===== config.mk =====
export PLATFORM = sky130hd
export DESIGN_NAME = tck_gen
export DESIGN_NICKNAME = d
export VERILOG_FILES = /design/src/rtl/tck_gen_pkg.sv /design/src/rtl/tck_run_ctl.sv /design/src/rtl/tck_div_ctr.sv /design/src/rtl/tck_edge_reg.sv /design/src/rtl/tck_gen.sv
export SDC_FILE = /design/constraint.sdc
export NUM_CORES = 1
export LEC_CHECK = 0
export BUFFER_PORTS_ARGS = -buffer_cell sky130_fd_sc_hd__buf_2
export CAP_MARGIN = 20
export CORE_ASPECT_RATIO = 1.5
export CORE_MARGIN = 3
export CORE_UTILIZATION = 54
export DETAILED_ROUTE_END_ITERATION = 6
export GPL_TIMING_DRIVEN = 0
export PLACE_DENSITY = 0.78
export SYNTH_ARGS = -nofsm -noshare
export SYNTH_HDL_FRONTEND = slang
export SYNTH_SLANG_ARGS = --single-unit
export TNS_END_PERCENT = 100

===== constraint.sdc =====
create_clock -name clk -period 1.86 [get_ports clk]
set_clock_uncertainty 0.15 [all_clocks]
set_input_delay 0.093 -clock clk [delete_from_list [all_inputs] [get_ports clk]]
set_output_delay 0.093 -clock clk [all_outputs]
set_load 0.005 [all_outputs]

===== src/rtl/tck_gen_pkg.sv =====
package tck_gen_pkg;
  typedef enum logic [1:0] {
    MODE_FREE  = 2'b00,
    MODE_GATED = 2'b01,
    MODE_STEP  = 2'b10,
    MODE_GATE2 = 2'b11
  } tck_mode_e;
endpackage


===== src/rtl/tck_run_ctl.sv =====
module tck_run_ctl
  import tck_gen_pkg::*;
(
  input  tck_mode_e mode,
  input  logic      run_req,
  input  logic      tck_q,
  output logic      run_en,
  output logic      step_mode
);
  always_comb begin
    run_en    = 1'b0;
    step_mode = 1'b0;
    unique case (mode)
      MODE_FREE:  run_en = 1'b1;
      MODE_STEP:  step_mode = 1'b1;
      // a high phase always finishes, so the clock rests low
      MODE_GATED, MODE_GATE2: run_en = run_req | tck_q;
      default:    run_en = 1'b0;
    endcase
  end
endmodule


===== src/rtl/tck_div_ctr.sv =====
module tck_div_ctr #(
  parameter int DIV_W = 8
) (
  input  logic             clk,
  input  logic             rst_n,
  input  logic             run_en,
  input  logic             tck_q,
  input  logic [DIV_W-1:0] div_ratio,
  output logic             wrap
);
  logic [DIV_W-1:0] cnt;
  logic [DIV_W-1:0] div_q;
  logic             load;

  assign wrap = run_en && (cnt == div_q);
  // ratio adopted at a rising edge, or anytime the divider rests
  assign load = !run_en || (wrap && !tck_q);

  always_ff @(posedge clk) begin
    if (!rst_n) begin
      cnt   <= '0;
      div_q <= '0;
    end else begin
      if (!run_en || wrap) cnt <= '0;
      else                 cnt <= cnt + 1'b1;
      if (load) div_q <= div_ratio;
    end
  end

  AST_CNT_IN_RANGE: assert property (@(posedge clk) disable iff (!rst_n)
    cnt <= div_q);
  AST_RATIO_HELD: assert property (@(posedge clk) disable iff (!rst_n)
    (run_en && tck_q) |=> $stable(div_q));
endmodule


===== src/rtl/tck_edge_reg.sv =====
module tck_edge_reg (
  input  logic clk,
  input  logic rst_n,
  input  logic toggle,
  output logic tck_q,
  output logic rise_q,
  output logic fall_q
);
  always_ff @(posedge clk) begin
    if (!rst_n) begin
      tck_q  <= 1'b0;
      rise_q <= 1'b0;
      fall_q <= 1'b0;
    end else begin
      tck_q  <= tck_q ^ toggle;
      rise_q <= toggle && !tck_q;
      fall_q <= toggle && tck_q;
    end
  end

  AST_RISE_MATCH: assert property (@(posedge clk) disable iff (!rst_n)
    rise_q |-> (tck_q && !$past(tck_q)));
  AST_FALL_MATCH: assert property (@(posedge clk) disable iff (!rst_n)
    fall_q |-> (!tck_q && $past(tck_q)));
  AST_ONE_STROBE: assert property (@(posedge clk) disable iff (!rst_n)
    !(rise_q && fall_q));
endmodule


===== src/rtl/tck_gen.sv =====
module tck_gen
  import tck_gen_pkg::*;
#(
  parameter int DIV_W = 8
) (
  input  logic             clk,
  input  logic             rst_n,
  input  logic [1:0]       mode_sel,
  input  logic [DIV_W-1:0] div_ratio,
  input  logic             run_req,
  input  logic             host_step,
  output logic             tck,
  output logic             tck_rise,
  output logic             tck_fall
);
  tck_mode_e mode;
  logic      run_en;
  logic      step_mode;
  logic      wrap;
  logic      toggle;

  assign mode   = tck_mode_e'(mode_sel);
  assign toggle = step_mode ? host_step : wrap;

  tck_run_ctl u_ctl (
    .mode      (mode),
    .run_req   (run_req),
    .tck_q     (tck),
    .run_en    (run_en),
    .step_mode (step_mode)
  );

  tck_div_ctr #(.DIV_W(DIV_W)) u_div (
    .clk       (clk),
    .rst_n     (rst_n),
    .run_en    (run_en),
    .tck_q     (tck),
    .div_ratio (div_ratio),
    .wrap      (wrap)
  );

  tck_edge_reg u_edge (
    .clk    (clk),
    .rst_n  (rst_n),
    .toggle (toggle),
    .tck_q  (tck),
    .rise_q (tck_rise),
    .fall_q (tck_fall)
  );

  AST_GATED_REST: assert property (@(posedge clk) disable iff (!rst_n)
    (mode_sel[0] && !run_req && !tck) |=> (!tck && !tck_rise));
  AST_STEP_HOLD: assert property (@(posedge clk) disable iff (!rst_n)
    (mode_sel == 2'b10 && !host_step) |=> $stable(tck));
  AST_STEP_FLIP: assert property (@(posedge clk) disable iff (!rst_n)
    (mode_sel == 2'b10 && host_step) |=> (tck != $past(tck)));
  AST_RESET_LOW: assert property (@(posedge clk)
    !rst_n |=> (!tck && !tck_rise && !tck_fall));
endmodule


==> impl_metrics.py, run 1 <==
metrics = {
    "outcome": {
        "status": "finished clean",
    },
    "logic_synthesis": {
        "syn_inst": 121,
        "synth_edf_count": 0,
        "synthDistinctLibCells": 25,
        "synth_top_area_cell": "dfxtp_1",
        "ys_warn_count": 0,
        "async_reset_ff_frac": 0,
        "ys_seq_area_frac": 0.3514,
        "synth_top_area_share": 0.3514,
        "ys.flop_type": "dfxtp_1",
        "yosysMostFrequentCell": "dfxtp_1",
        "synth_fp_nets": 138,
        "syn_area_mm2": 0.001082,
        "synth_seq_cells": 19,
        "synth_area_per_cell_um2": 8.945,
        "synth_top_cells_by_area": "dfxtp_1 35%, o2111ai_1 13%, xnor2_1 7.3%",
        "synth_commonest_cells": "19 x dfxtp_1, 16 x o2111ai_1, 13 x nand3_1",
    },
    "power": {
        "leakage_nw": 0.5428,
        "p_per_area_mw_per_mm2": 1366,
        "p_seq_frac": 0.320,
        "combPwrFrac": 0.573,
        "pwr-share-clk": 0.107,
        "p_sw_frac": 0.3934,
        "power.internal_mw": 1.172,
        "power.switching_uw": 760.3,
        "peakVddDrop_mv": 0.8404,
    },
    "detailed_routing": {
        "finalWirelength_um": 2648,
        "drt_iter0_drc": 29,
        "wl_per_cell_um": 14.79,
        "via_count": 1078,
        "drc_errors": 0,
        "dr.pass1.iters": 5,
        "via_per_inst": 6.022,
        "ant_nets": 0,
    },
    "cells_and_area": {
        "fillers": 129,
        "nNetsFinal": 176,
        "antenna_cells": 0,
        "drive_gt1_frac": 0.3481,
        "final_cells": 179,
        "area_growth_pct": 30.75,
        "seq_area_um2": 386.6,
        "multi_input_area_um2": 669.4,
    },
    "place": {
        "io_buffers": 15,
        "place_congestion": 0.8211,
        "dp_hpwl_um": 1793,
        "dp_cells": 157,
    },
    "run": {
        "cap_violations": 0,
    },
    "clock_network": {
        "numCtsBuffers": 3,
        "tritoncts": "yes",
        "path_clk_slew_ns": 0.10,
        "ctsRootBufferMaster": "clkbuf_4",
        "insertion_delay_ns": 0.29,
        "htree_levels": 1,
        "cts.path.max_buffers": 2,
        "clkSinkCount": 19,
    },
    "grt": {
        "use_met2": 0.4074,
        "top_usage_layer": "met2",
        "grt_use_met3": 0.02967,
        "grt_max_degree": 11,
        "globalRouteMet1Util": 0.2455,
        "antenna_found_initial": 0,
        "grt_use_total": 0.2172,
        "grt_pass1_vias": 1006,
        "grt_pass1_wl_um": 4319,
        "grt_remaining_overflow": 0,
    },
    "setup_path": {
        "ff2ff_setup_slack_ns": 0.08,
        "crit_path_end_kind": "register",
        "cp.required_ns": 1.95,
        "cp-start-kind": "register",
        "cp.arrival_ns": 1.87,
        "critPathKind": "reg -> reg",
        "cp_cell_sequence": "xnor2_1, nand4_2, buf_6, nor2_1, a22o_1, ha_1, nor2b_1",
        "cp_slowest_cell": "dfxtp_2",
        "cpPeakStageDelay_ns": 0.36,
        "path_max_fanout": 7,
    },
    "floorplanning": {
        "num_rows": 19,
        "num_io_pins": 17,
        "die_w_um": 42.56,
        "die_h_um": 60.83,
        "core-area_mm2": 0.001854,
        "initial_utilization": 0.5837,
        "die_area_mm2": 0.002589,
    },
    "timing": {
        "post-route-period-util": 0.9593,
        "finalSetupViolations": 0,
        "worstMarginPinSlew_ns": 0.4434,
        "finalHoldViolCount": 0,
        "period_needed_ns": 1.784,
        "tns_ns": 0,
        "slew-limit-headroom": 0.7044,
        "fmax_mhz": 560.4,
        "final_max_slew_viol_count": 0,
    },
    "min_path": {
        "worstHoldPathType": "in -> reg",
    },
}
## area by class of cell
cell class / instances / share of cell area
repair buffers: 33 / 0.1627
plain buffers: 9 / 0.04863
inverters: 2 / 0.005305
flip-flops and latches: 19 / 0.2732
multi-input cells: 91 / 0.4730
clock buffers: 4 / 0.01857
well taps: 21 / 0.01857
## worst max-delay path: cells and delay by family (launching register included)
family | cells | cell delay (ns)
buf+inv | 1 | 0.20
compound gates | 1 | 0.16
fa+ha+maj | 1 | 0.23
flops | 1 | 0.36
xor+xnor | 1 | 0.21
simple gates | 3 | 0.42
## registers in the layout, summed over array words and instances (netlist names)
register,flops
u_edge.fall_q,1
u_div.div_q,8
u_edge.tck_q,1
u_div.cnt,8
u_edge.rise_q,1
## power groups by stage
stage / Sequential, mW / Combinational (mW) / Clock (mW)
6_report: 0.618 / 1.11 / 0.206
5_1_grt: 0.633 / 1.20 / 0.222
4_1_cts: 0.601 / 0.863 / 0.208
3_5_place_dp: 0.610 / 0.779 / 0
3_3_place_gp: 0.605 / 0.764 / 0
2_1_floorplan: 0.589 / 0.602 / 0
## per-stage QoR
step | total power [mW] | hold slack [ns] | utilization | worst slack, ns | instance area (um2)
floorplan | 1.191 | 0.1270 | - | 0.1139 | 1082
global placement | 1.369 | 0.2442 | 0.6383 | -0.09217 | 1184
detailed placement | 1.389 | 0.2519 | 0.6383 | -0.1544 | 1184
CTS | 1.672 | 0.07760 | 0.7119 | 0.0002522 | 1320
global route | 2.058 | 0.1016 | 0.7632 | -0.02954 | 1415
finish | 1.933 | 0.07830 | 0.7632 | 0.07565 | 1415
## logic make-up after synthesis
| kind of cell | after synthesis | synth area share |
|---|---|---|
| DFF | 19 | 0.3514 |
| buffers and inverters | 11 | 0.06589 |
| and+or+nand+nor | 55 | 0.2821 |
| xor gates and xnor gates | 14 | 0.1133 |
| adders and majority gates | 3 | 0.03469 |
| AOI/OAI and AO/OA | 19 | 0.1526 |
## repair_timing
action                                 in CTS  in global routing
setup endpoints to repair                   9                  9
endpoints found under the hold margin       8                  0
gates resized for setup                     0                 12
buffers inserted                            4                  6
pin swaps                                   3                  3
hold buffers                                8                  0
## final timing paths
check,from,endpoint,cells after the start
max reg2reg,u_div.cnt[5],u_edge.tck_q,7
min,host_step,u_edge.tck_q,4
min reg2reg,u_div.cnt[0],u_div.cnt[0],1
max,u_div.cnt[5],u_edge.tck_q,7
## layout by cell type, fill, tap and decap left out
master,count
clkinv_1,1
buf_6,1
dfxtp_2,5
or3_2,7
a22o_1,1
and2_1,2
buf_12,1
nand4_2,1
a21oi_2,1
dfxtp_1,14
nor2_1,10
o211ai_1,1
clkbuf_4,5
xor2_1,5
ha_1,3
inv_1,1
and3_2,1
xnor2_1,5
buf_4,10
xnor2_2,4
dlygate4sd3_1,8
nand4_4,1
nand4_1,8
o2111ai_1,16
clkbuf_1,3
nand2_1,8
or3_1,1
and3_1,1
nor2b_1,2
nand3_1,13
buf_2,18
## layer usage
layer	up-vias	share of wire
met5	-	0
met1	502	0.40
li1	531	-
met4	0	0.018
met3	6	0.042
met2	39	0.54
Power figures use the tool's default switching activity.
==> inputs of run 2 (changes only) <==
- clock period: 1.86 -> 1.7 ns (I/O delays scaled with it)
==> run 2 against run 1 <==
  * Via count increased by 3.2%
  * Utilization increased by 8.6 points
  * Final area increased by 11%
  * Setup slack got worse by 0.065 ns
  * Critical path depth unchanged
==> impl_metrics.py, run 2 (synthesized netlist as in run 1, its figures left out) <==
metrics = {
    "detailed_routing": {
        "via_count": 1113,
        "drt_iter0_drc": 50,
        "via_per_inst": 6.183,
        "wl_per_cell_um": 18.21,
        "drc_errors": 0,
        "dr.pass1.iters": 4,
        "finalWirelength_um": 3277,
        "ant_nets": 0,
    },
    "clock_network": {
        "cts.path.max_buffers": 2,
        "numCtsBuffers": 3,
        "htree_levels": 1,
        "insertion_delay_ns": 0.31,
        "ctsRootBufferMaster": "clkbuf_4",
        "path_clk_slew_ns": 0.12,
        "clkSinkCount": 19,
        "tritoncts": "yes",
    },
    "grt": {
        "use_met2": 0.4771,
        "top_usage_layer": "met2",
        "globalRouteMet1Util": 0.2893,
        "grt_pass1_wl_um": 5147,
        "grt_remaining_overflow": 0,
        "grt_use_met3": 0.03561,
        "antenna_found_initial": 0,
        "grt_use_total": 0.2592,
        "grt_pass1_vias": 1152,
        "grt_max_degree": 11,
    },
    "min_path": {
        "worstHoldPathType": "in -> reg",
        "worstHoldEndpoint": "u_edge.tck_q",
        "min_path_cells": 4,
        "holdCritStartpoint": "host_step",
    },
    "setup_path": {
        "critPathKind": "reg -> reg",
        "reg2reg_depth": 7,
        "timing.rr.end": "u_edge.tck_q",
        "cp-start-kind": "register",
        "crit_buf_inv": 1,
        "cpPeakStageDelay_ns": 0.37,
        "cp.arrival_ns": 1.78,
        "r2r_start": "u_div.cnt[5]",
        "cp_cell_sequence": "xnor2_2, nand4_4, buf_6, nor2_4, a22o_1, ha_1, nor2b_1",
        "ff2ff_setup_slack_ns": 0.01,
        "cp_slowest_cell": "dfxtp_2",
        "path_max_fanout": 4,
        "crit_path_end_kind": "register",
        "cp.required_ns": 1.79,
        "crit_family": "flip-flops",
    },
    "power": {
        "p_per_area_mw_per_mm2": 1541,
        "leakage_nw": 0.5878,
        "peakVddDrop_mv": 1.186,
    },
    "cells_and_area": {
        "final_area_mm2": 0.001574,
        "area_growth_pct": 45.43,
        "top_regs": "u_div.cnt: 8 flops, u_div.div_q: 8 flops",
        "final_cell_mix": "17 x buf_2, 14 x o2111ai_1, 13 x nand3_1",
        "nNetsFinal": 177,
        "antenna_cells": 0,
        "drive_gt1_frac": 0.4717,
        "fillers": 89,
        "final_util": 0.8489,
        "layout_commonest_cell": "buf_2",
    },
    "floorplanning": {
        "initial_utilization": 0.5837,
        "die_w_um": 42.56,
        "num_rows": 19,
        "num_io_pins": 17,
        "die_area_mm2": 0.002589,
        "die_h_um": 60.83,
        "core-area_mm2": 0.001854,
    },
    "timing": {
        "rsz0062_at_grt": "yes",
        "final_max_slew_viol_count": 0,
        "worstMarginPinSlew_ns": 0.4577,
        "finalSetupViolations": 0,
        "post-route-period-util": 0.9936,
        "finalHoldViolCount": 0,
        "slew-limit-headroom": 0.6949,
        "period_needed_ns": 1.689,
        "fmax_mhz": 592.0,
    },
    "place": {
        "dp_hpwl_um": 1770,
        "io_buffers": 15,
        "post_dp_cell_area_mm2": 0.001190,
        "place_congestion": 0.8192,
    },
    "run": {
        "cap_violations": 0,
    },
    "outcome": {
        "status": "finished clean",
    },
}
-- run 2: changes by cell type in the layout (fill, tap and decap cells not counted), sizes merged --
cell,change
buf,+2
clkbuf,-1
-- run 2: per-stage QoR --
stage	power (mW)	std cells	hold slack, ns	setup TNS [ns]	setup slack (ns)
after CTS	2.104	178	0.06617	-0.01052	-0.01052
after global routing	2.545	180	0.1184	-0.3364	-0.09588
after global placement	1.506	157	0.2380	-1.923	-0.1768
after detailed placement	1.524	157	0.2434	-2.432	-0.2156
final	2.426	180	0.07891	0	0.01082
after floorplan	1.308	121	0.1190	0	0.01205
-- run 2: how the worst max path moves through the flow --
stage | cells past startpoint | startpoint | slack, ns | to
final | 7 | u_div.cnt[5] | 0.01 | u_edge.tck_q
after global routing | 7 | u_div.div_q[3] | -0.1 | u_edge.tck_q
after CTS | 7 | u_div.cnt[4] | -0.01 | u_edge.tck_q
after detailed placement | 4 | u_div.cnt[0] | -0.22 | u_div.cnt[3]
after global placement | 7 | u_edge.tck_q | -0.18 | u_edge.tck_q
after floorplan | 7 | u_edge.tck_q | 0.01 | u_edge.tck_q
-- run 2: worst reg2reg max path: stages, from the launching register on --
cell	delay, ns
dfxtp_2	0.37
xnor2_2	0.18
nand4_4	0.16
buf_6	0.17
nor2_4	0.09
a22o_1	0.16
ha_1	0.24
nor2b_1	0.10
-- run 2: metal layers --
| layer | vias to the layer above | routed length (um) |
|---|---|---|
| met3 | 9 | 144 |
| met4 | 0 | 91 |
| met1 | 523 | 1217 |
| li1 | 534 | - |
| met5 | - | 0 |
| met2 | 47 | 1825 |
-- run 2: power breakdown --
group	internal, mW	total [mW]	switching [mW]
Combinational	0.763	1.45	0.686
Sequential	0.583	0.737	0.154
Clock	0.0916	0.240	0.148
-- run 2: final cells by class --
cell class	count	area (um2)	area share
multi-input combinational	91	777.0	0.4936
sequential	19	412.9	0.2623
timing repair buffer	34	245.2	0.1558
buffer	9	78.83	0.05008
clock buffer	4	26.28	0.01669
tap	21	26.28	0.01669
inverter	2	7.507	0.004769
-- run 2: repair_timing --
| action | CTS | global route |
|---|---|---|
| hold endpoints to repair | 8 | 0 |
| buffers inserted | 9 | 2 |
| hold buffers | 8 | 0 |
| setup endpoints to repair | 19 | 11 |
| gates resized for setup | 24 | 22 |
| pin swaps | 9 | 10 |
